`config.mk`:
```
export PLATFORM = sky130hd
export DESIGN_NAME = rne_sat_out
export DESIGN_NICKNAME = d
export VERILOG_FILES = /design/src/rtl/rne_sat_out.sv
export SDC_FILE = /design/constraint.sdc
export NUM_CORES = 1
export LEC_CHECK = 0
export BUFFER_PORTS_ARGS = -buffer_cell sky130_fd_sc_hd__buf_2
export CAP_MARGIN = 20
export CORE_AREA = 2 2 39 41
export CTS_BUF_LIST = sky130_fd_sc_hd__clkbuf_2 sky130_fd_sc_hd__clkbuf_4 sky130_fd_sc_hd__clkbuf_8
export DETAILED_ROUTE_END_ITERATION = 8
export DIE_AREA = 0 0 41 43
export PLACE_DENSITY = 0.7
export SYNTH_ARGS = -nofsm -noshare
export SYNTH_HDL_FRONTEND = slang
export SYNTH_SLANG_ARGS = --single-unit
```
`constraint.sdc`:
```
create_clock -name clk -period 0.8 [get_ports clk]
set_input_delay 0.12 -clock clk [delete_from_list [all_inputs] [get_ports clk]]
set_output_delay 0.12 -clock clk [all_outputs]
set_load 0.02 [all_outputs]
```
`src/rtl/rne_sat_out.sv`:
```
module rne_sat_out #(
  parameter int IN_INT     = 3,
  parameter int IN_FRAC    = 13,
  parameter int OUT_INT    = 2,
  parameter int OUT_FRAC   = 6,
  parameter bit REGISTERED = 1'b1
) (
  input  logic                         clk,
  input  logic                         rst_n,
  input  logic                         acc_sign,
  input  logic [IN_INT+IN_FRAC-1:0]    acc_mag,
  output logic [OUT_INT+OUT_FRAC:0]    out_word
);
  localparam int MW   = IN_INT + IN_FRAC;
  localparam int KW   = OUT_INT + OUT_FRAC;
  localparam int DROP = IN_FRAC - OUT_FRAC;

  logic [KW-1:0] kept;
  logic          guard, sticky, rnd, big;
  logic [KW:0]   sum;
  logic [KW-1:0] mag_q;
  logic [KW:0]   res;

  assign kept   = acc_mag[DROP+KW-1:DROP];
  assign guard  = acc_mag[DROP-1];
  assign sticky = |acc_mag[DROP-2:0];
  assign big    = |acc_mag[MW-1:DROP+KW];
  assign rnd    = guard & (sticky | kept[0]);
  assign sum    = {1'b0, kept} + {{KW{1'b0}}, rnd};
  assign mag_q  = (big | sum[KW]) ? {KW{1'b1}} : sum[KW-1:0];
  assign res    = {acc_sign & (|mag_q), mag_q};

  generate
    if (REGISTERED) begin : g_reg
      always_ff @(posedge clk or negedge rst_n) begin
        if (!rst_n) out_word <= '0;
        else        out_word <= res;
      end


      trunc_chk: assert property (@(posedge clk) disable iff (!rst_n)
        (!big && !acc_mag[DROP-1]) |=> out_word[KW-1:0] == $past(acc_mag[DROP+KW-1:DROP]));


      top_sat_chk: assert property (@(posedge clk) disable iff (!rst_n)
        big |=> out_word[KW-1:0] == {KW{1'b1}});


      carry_sat_chk: assert property (@(posedge clk) disable iff (!rst_n)
        (&acc_mag[DROP+KW-1:DROP-1]) |=> out_word[KW-1:0] == {KW{1'b1}});


      sign_keep_chk: assert property (@(posedge clk) disable iff (!rst_n)
        (|acc_mag[MW-1:DROP]) |=> out_word[KW] == $past(acc_sign));


      zero_pos_chk: assert property (@(posedge clk) disable iff (!rst_n)
        (out_word[KW-1:0] == '0) |-> !out_word[KW]);


      reset_clr_chk: assert property (@(posedge clk)
        !rst_n |=> out_word == '0);
    end else begin : g_comb
      assign out_word = res;
    end
  endgenerate
endmodule

```
-- After elaboration in Yosys (flattened, before gate mapping)
Cells that the tools add are included.
- add/subtract/negate cells: 1
- muxes and demuxes: 1
- bitwise gates (word level): 4
- reduce and logical (&&, ||, !) cells: 2
- operator list (kind ; number):
    $add 8x1->9 ; 1
    $mux 8 ; 1
    $reduce_or 8->1 ; 1
    $reduce_or 6->1 ; 1
    $and 1x1->1 ; 2
    $or 1x1->1 ; 2
- bits in registers: 9

-- Logic depth before layout (Yosys ltp)
- word-level depth: 8
- mapped depth: 6
- gate-level depth less buffers: 6

-- Least setup slack after synthesis
OpenSTA, ideal clock, no wires.
- path kind: input to register
- from: input acc_mag[7]
- to: register out_word[8]
- setup time: 129 ps
- arrival time: 1529 ps
- required time: 671 ps
- setup slack: -859 ps
- cell stages on the path: 6
- cell sequence: and2_1 -> ha_1 -> or3_1 -> a211oi_2 -> o2111ai_1 -> o41a_1
- word-level cells in the longest chain between the ends: 7
- ends and longest elaborated chain (item ; line ; source):
    from (decl) ; 11 ; input logic [IN_INT+IN_FRAC-1:0] acc_mag,
    $or 1x1->1 ; 28 ; assign rnd = guard & (sticky | kept[0]);
    $and 1x1->1 ; 28 ;
    $add 8x1->9 (*) ; 29 ; assign sum = {1'b0, kept} + {{KW{1'b0}}, rnd};
    $or 1x1->1 ; 30 ; assign mag_q = (big | sum[KW]) ? {KW{1'b1}} : sum[KW-1:0];
    $mux 8 (*) ; 30 ;
    $reduce_or 8->1 (*) ; 31 ; assign res = {acc_sign & (|mag_q), mag_q};
    $and 1x1->1 (*) ; 31 ;
    net res[8] ; 22 ; logic [KW:0] res;
    to (signal assigned) ; 37 ; else out_word <= res;
    to (decl) ; 12 ; output logic [OUT_INT+OUT_FRAC:0] out_word
Mark *: on every way through the listed nets, which the timed path passes. The rest lies on a longest branch.

-- Worst setup path after layout
Same ends and word-level chain as after synthesis.

==> flow_metrics.env <==
export IMPL_status="finished with violations"
export IMPL_violations="negative setup slack"
export IMPL_routed_wl_mm=1.87
export IMPL_holdCritPathClass="input port to flip-flop"
export IMPL_antenna_found_initial=0
export IMPL_drc=0
export IMPL_start_kind="input port"
export IMPL_numCtsBuffers=3
export IMPL_die_x_um=41
export IMPL_finalWorstSetupSlack_ns=-0.623
export IMPL_pin_count=28
export IMPL_yosysSeqAreaShare_pct=45.1
export IMPL_min_delay_start="acc_sign"
export IMPL_firstDrtPassIters=4
export IMPL_first_global_vias=670
export IMPL_synthesis_nets=72
export IMPL_synth_main_ff_cell="dfrtp_1"
export IMPL_grt_use_total_pct=23.3
export IMPL_netlist_top_cells_area="dfrtp_1 (45%), nand2_1 (5.3%), nand3_1 (5.0%)"
export IMPL_hpwl_mm=1.14
export IMPL_total_leakage_power_nw=0.477
export IMPL_hold_viol=0
export IMPL_arrival_ns=1.55
export IMPL_dpl_cell_area_um2=820
export IMPL_synth_common_cells="dfrtp_1 (9), nand2_1 (7), nand3_1 (5), nor2_1 (4)"
export IMPL_io_buffers=27
export IMPL_clock_sinks=9
export IMPL_synth_seq_cells=9
export IMPL_avgSynthCellArea_um2=9.60
export IMPL_max_freq_mhz=703
export IMPL_cts_htree_levels=1
export IMPL_synth_edf_count=0
export IMPL_irDropWorstVdd_mv=0.559
export IMPL_via_count=649
export IMPL_top_register="out_word"
export IMPL_crit_path_max_fanout=3
export IMPL_gr_total_overflow=0
export IMPL_synth_cell_area_um2=499
export IMPL_setup_viol=18
export IMPL_grt_pass1_wl_mm=2.75
export IMPL_fin_area_um2=1070
export IMPL_setup_tns_ns=-3.07
export IMPL_period_share_pct=178
export IMPL_drt_iter0_markers=12
export IMPL_critical_path_class="input port to flip-flop"
export IMPL_final_nets=129
export IMPL_antenna_cells=0
export IMPL_place_gp_congestion=0.821
export IMPL_synthCells=52
export IMPL_areaGrowthSynthToFinish_pct=115
export IMPL_dp_cells=115
export IMPL_largest_reg_flops=9
export IMPL_p_total_w=0.00129
export IMPL_yosysTopAreaCell="dfrtp_1"
export IMPL_rsz0062_at_grt="true"
export IMPL_dieArea_um2=1760
export IMPL_cts_root_buf="clkbuf_4"
export IMPL_required_ns=0.93
export IMPL_nFillCells=90
export IMPL_final_cell_count_no_fill=124
export IMPL_period_minus_slack_ns=1.42
export IMPL_worst_slew_pin_transition_ns=0.351
export IMPL_synth_distinct_cells=24
export IMPL_synthArstFlopShare_pct=100
export IMPL_synth_top_cell_area_share_pct=45.1
export IMPL_cts_tree="built"
export IMPL_ff_latch_area_um2=225
export IMPL_path_clk_slew_ns=0.06
export IMPL_fp_coreArea_um2=1380
export IMPL_cts_buffer_depth=2
export IMPL_endpoint_kind="flip-flop"
export IMPL_drive_gt1_share_pct=70.4
export IMPL_reg_largest_list="out_word: 9 flops"
export IMPL_slew_violations=0
export IMPL_powerDensity_nw_per_um2=1200
export IMPL_multi_input_area_um2=368
export IMPL_max_cap_violations=0
export IMPL_wl_per_cell_um=15.1
export IMPL_ant_nets=0
export IMPL_dieHeight_um=43
export IMPL_startpoint="acc_mag[7]"
export IMPL_yosysMostFrequentCell="dfrtp_1"
export IMPL_initial_core_util_pct=36.1
export IMPL_rows=14
export IMPL_avgViaCountPerCell=5.23
export IMPL_max_slew_margin_rel_pct=76.3
export IMPL_grt_start_max_net_pins=10
export IMPL_yosysWarnings=0
critical path: stages:
cell and delay [ns]:
buf_6 0.09, and2_4 0.16, ha_4 0.17, or3_1 0.32, a211oi_2 0.19, o2111ai_1 0.16
o41a_1 0.35
repair_timing:
action	4_1_cts	5_1_grt
setup endpoints to repair	18	18
buffers inserted	5	3
endpoints found under the hold margin	9	0
hold buffers	1	0
pin swaps	10	5
resized for setup	37	11
final timing paths:
kind | endpoint | slack, ns | depth (start not counted)
max in group asynchronous | out_word[6] | 0.37 | 2
hold / removal | out_word[8] | 0.12 | 2
min in group asynchronous | out_word[7] | 0.26 | 2
setup / recovery | out_word[8] | -0.62 | 7
layout make-up:
cell class              count  area share, %
flip-flops and latches      9           21.0
clock buffers               4           2.80
well taps                  16           1.87
multi-input cells          40           34.3
repair buffers             52           38.9
inverters                   3           1.05
report_power, final:
part / internal, W / switching [W]
registers: 0.000482 / 0.0000122
clock network: 0.000225 / 0.000146
logic: 0.000226 / 0.000197
cells by family after synthesis:
| family | share of synthesized area, % |
|---|---|
| buf+inv | 2.26 |
| xor+xnor | 3.51 |
| simple gates | 27.3 |
| flops | 45.1 |
| fa+ha+maj | 2.51 |
| mux | 2.01 |
| compound gates | 17.3 |
stage by stage:
| stage | utilization (%) | hold slack (ns) | setup slack, ns |
|---|---|---|---|
| 2_1_floorplan | - | -0.176 | -0.664 |
| 3_3_place_gp | 59.2 | -0.0314 | -0.798 |
| 3_5_place_dp | 59.2 | -0.0230 | -0.851 |
| 4_1_cts | 74.3 | 0.103 | -0.567 |
| 5_1_grt | 77.4 | 0.116 | -0.645 |
| 6_report | 77.4 | 0.123 | -0.623 |
cell usage in the layout (no fill, tap or decap), types with 2 or more instances in the layout:
cell,netlist,final
nor3_1,2,2
nand3_1,5,3
dfrtp_1,9,9
o21ai_2,0,2
nand2_1,7,2
inv_1,3,3
buf_2,0,16
nand2_2,0,5
nor2_1,4,3
clkbuf_4,0,4
buf_4,0,18
buf_6,0,17
per-layer routing:
layer,GRT usage [%],wire length (um),vias to the layer above
met5,0,0,-
met4,13.3,40,0
met3,3.66,89,5
met2,39.1,1060,26
met1,25.7,679,310
li1,-,-,308
Power figures use the tool's default switching activity.
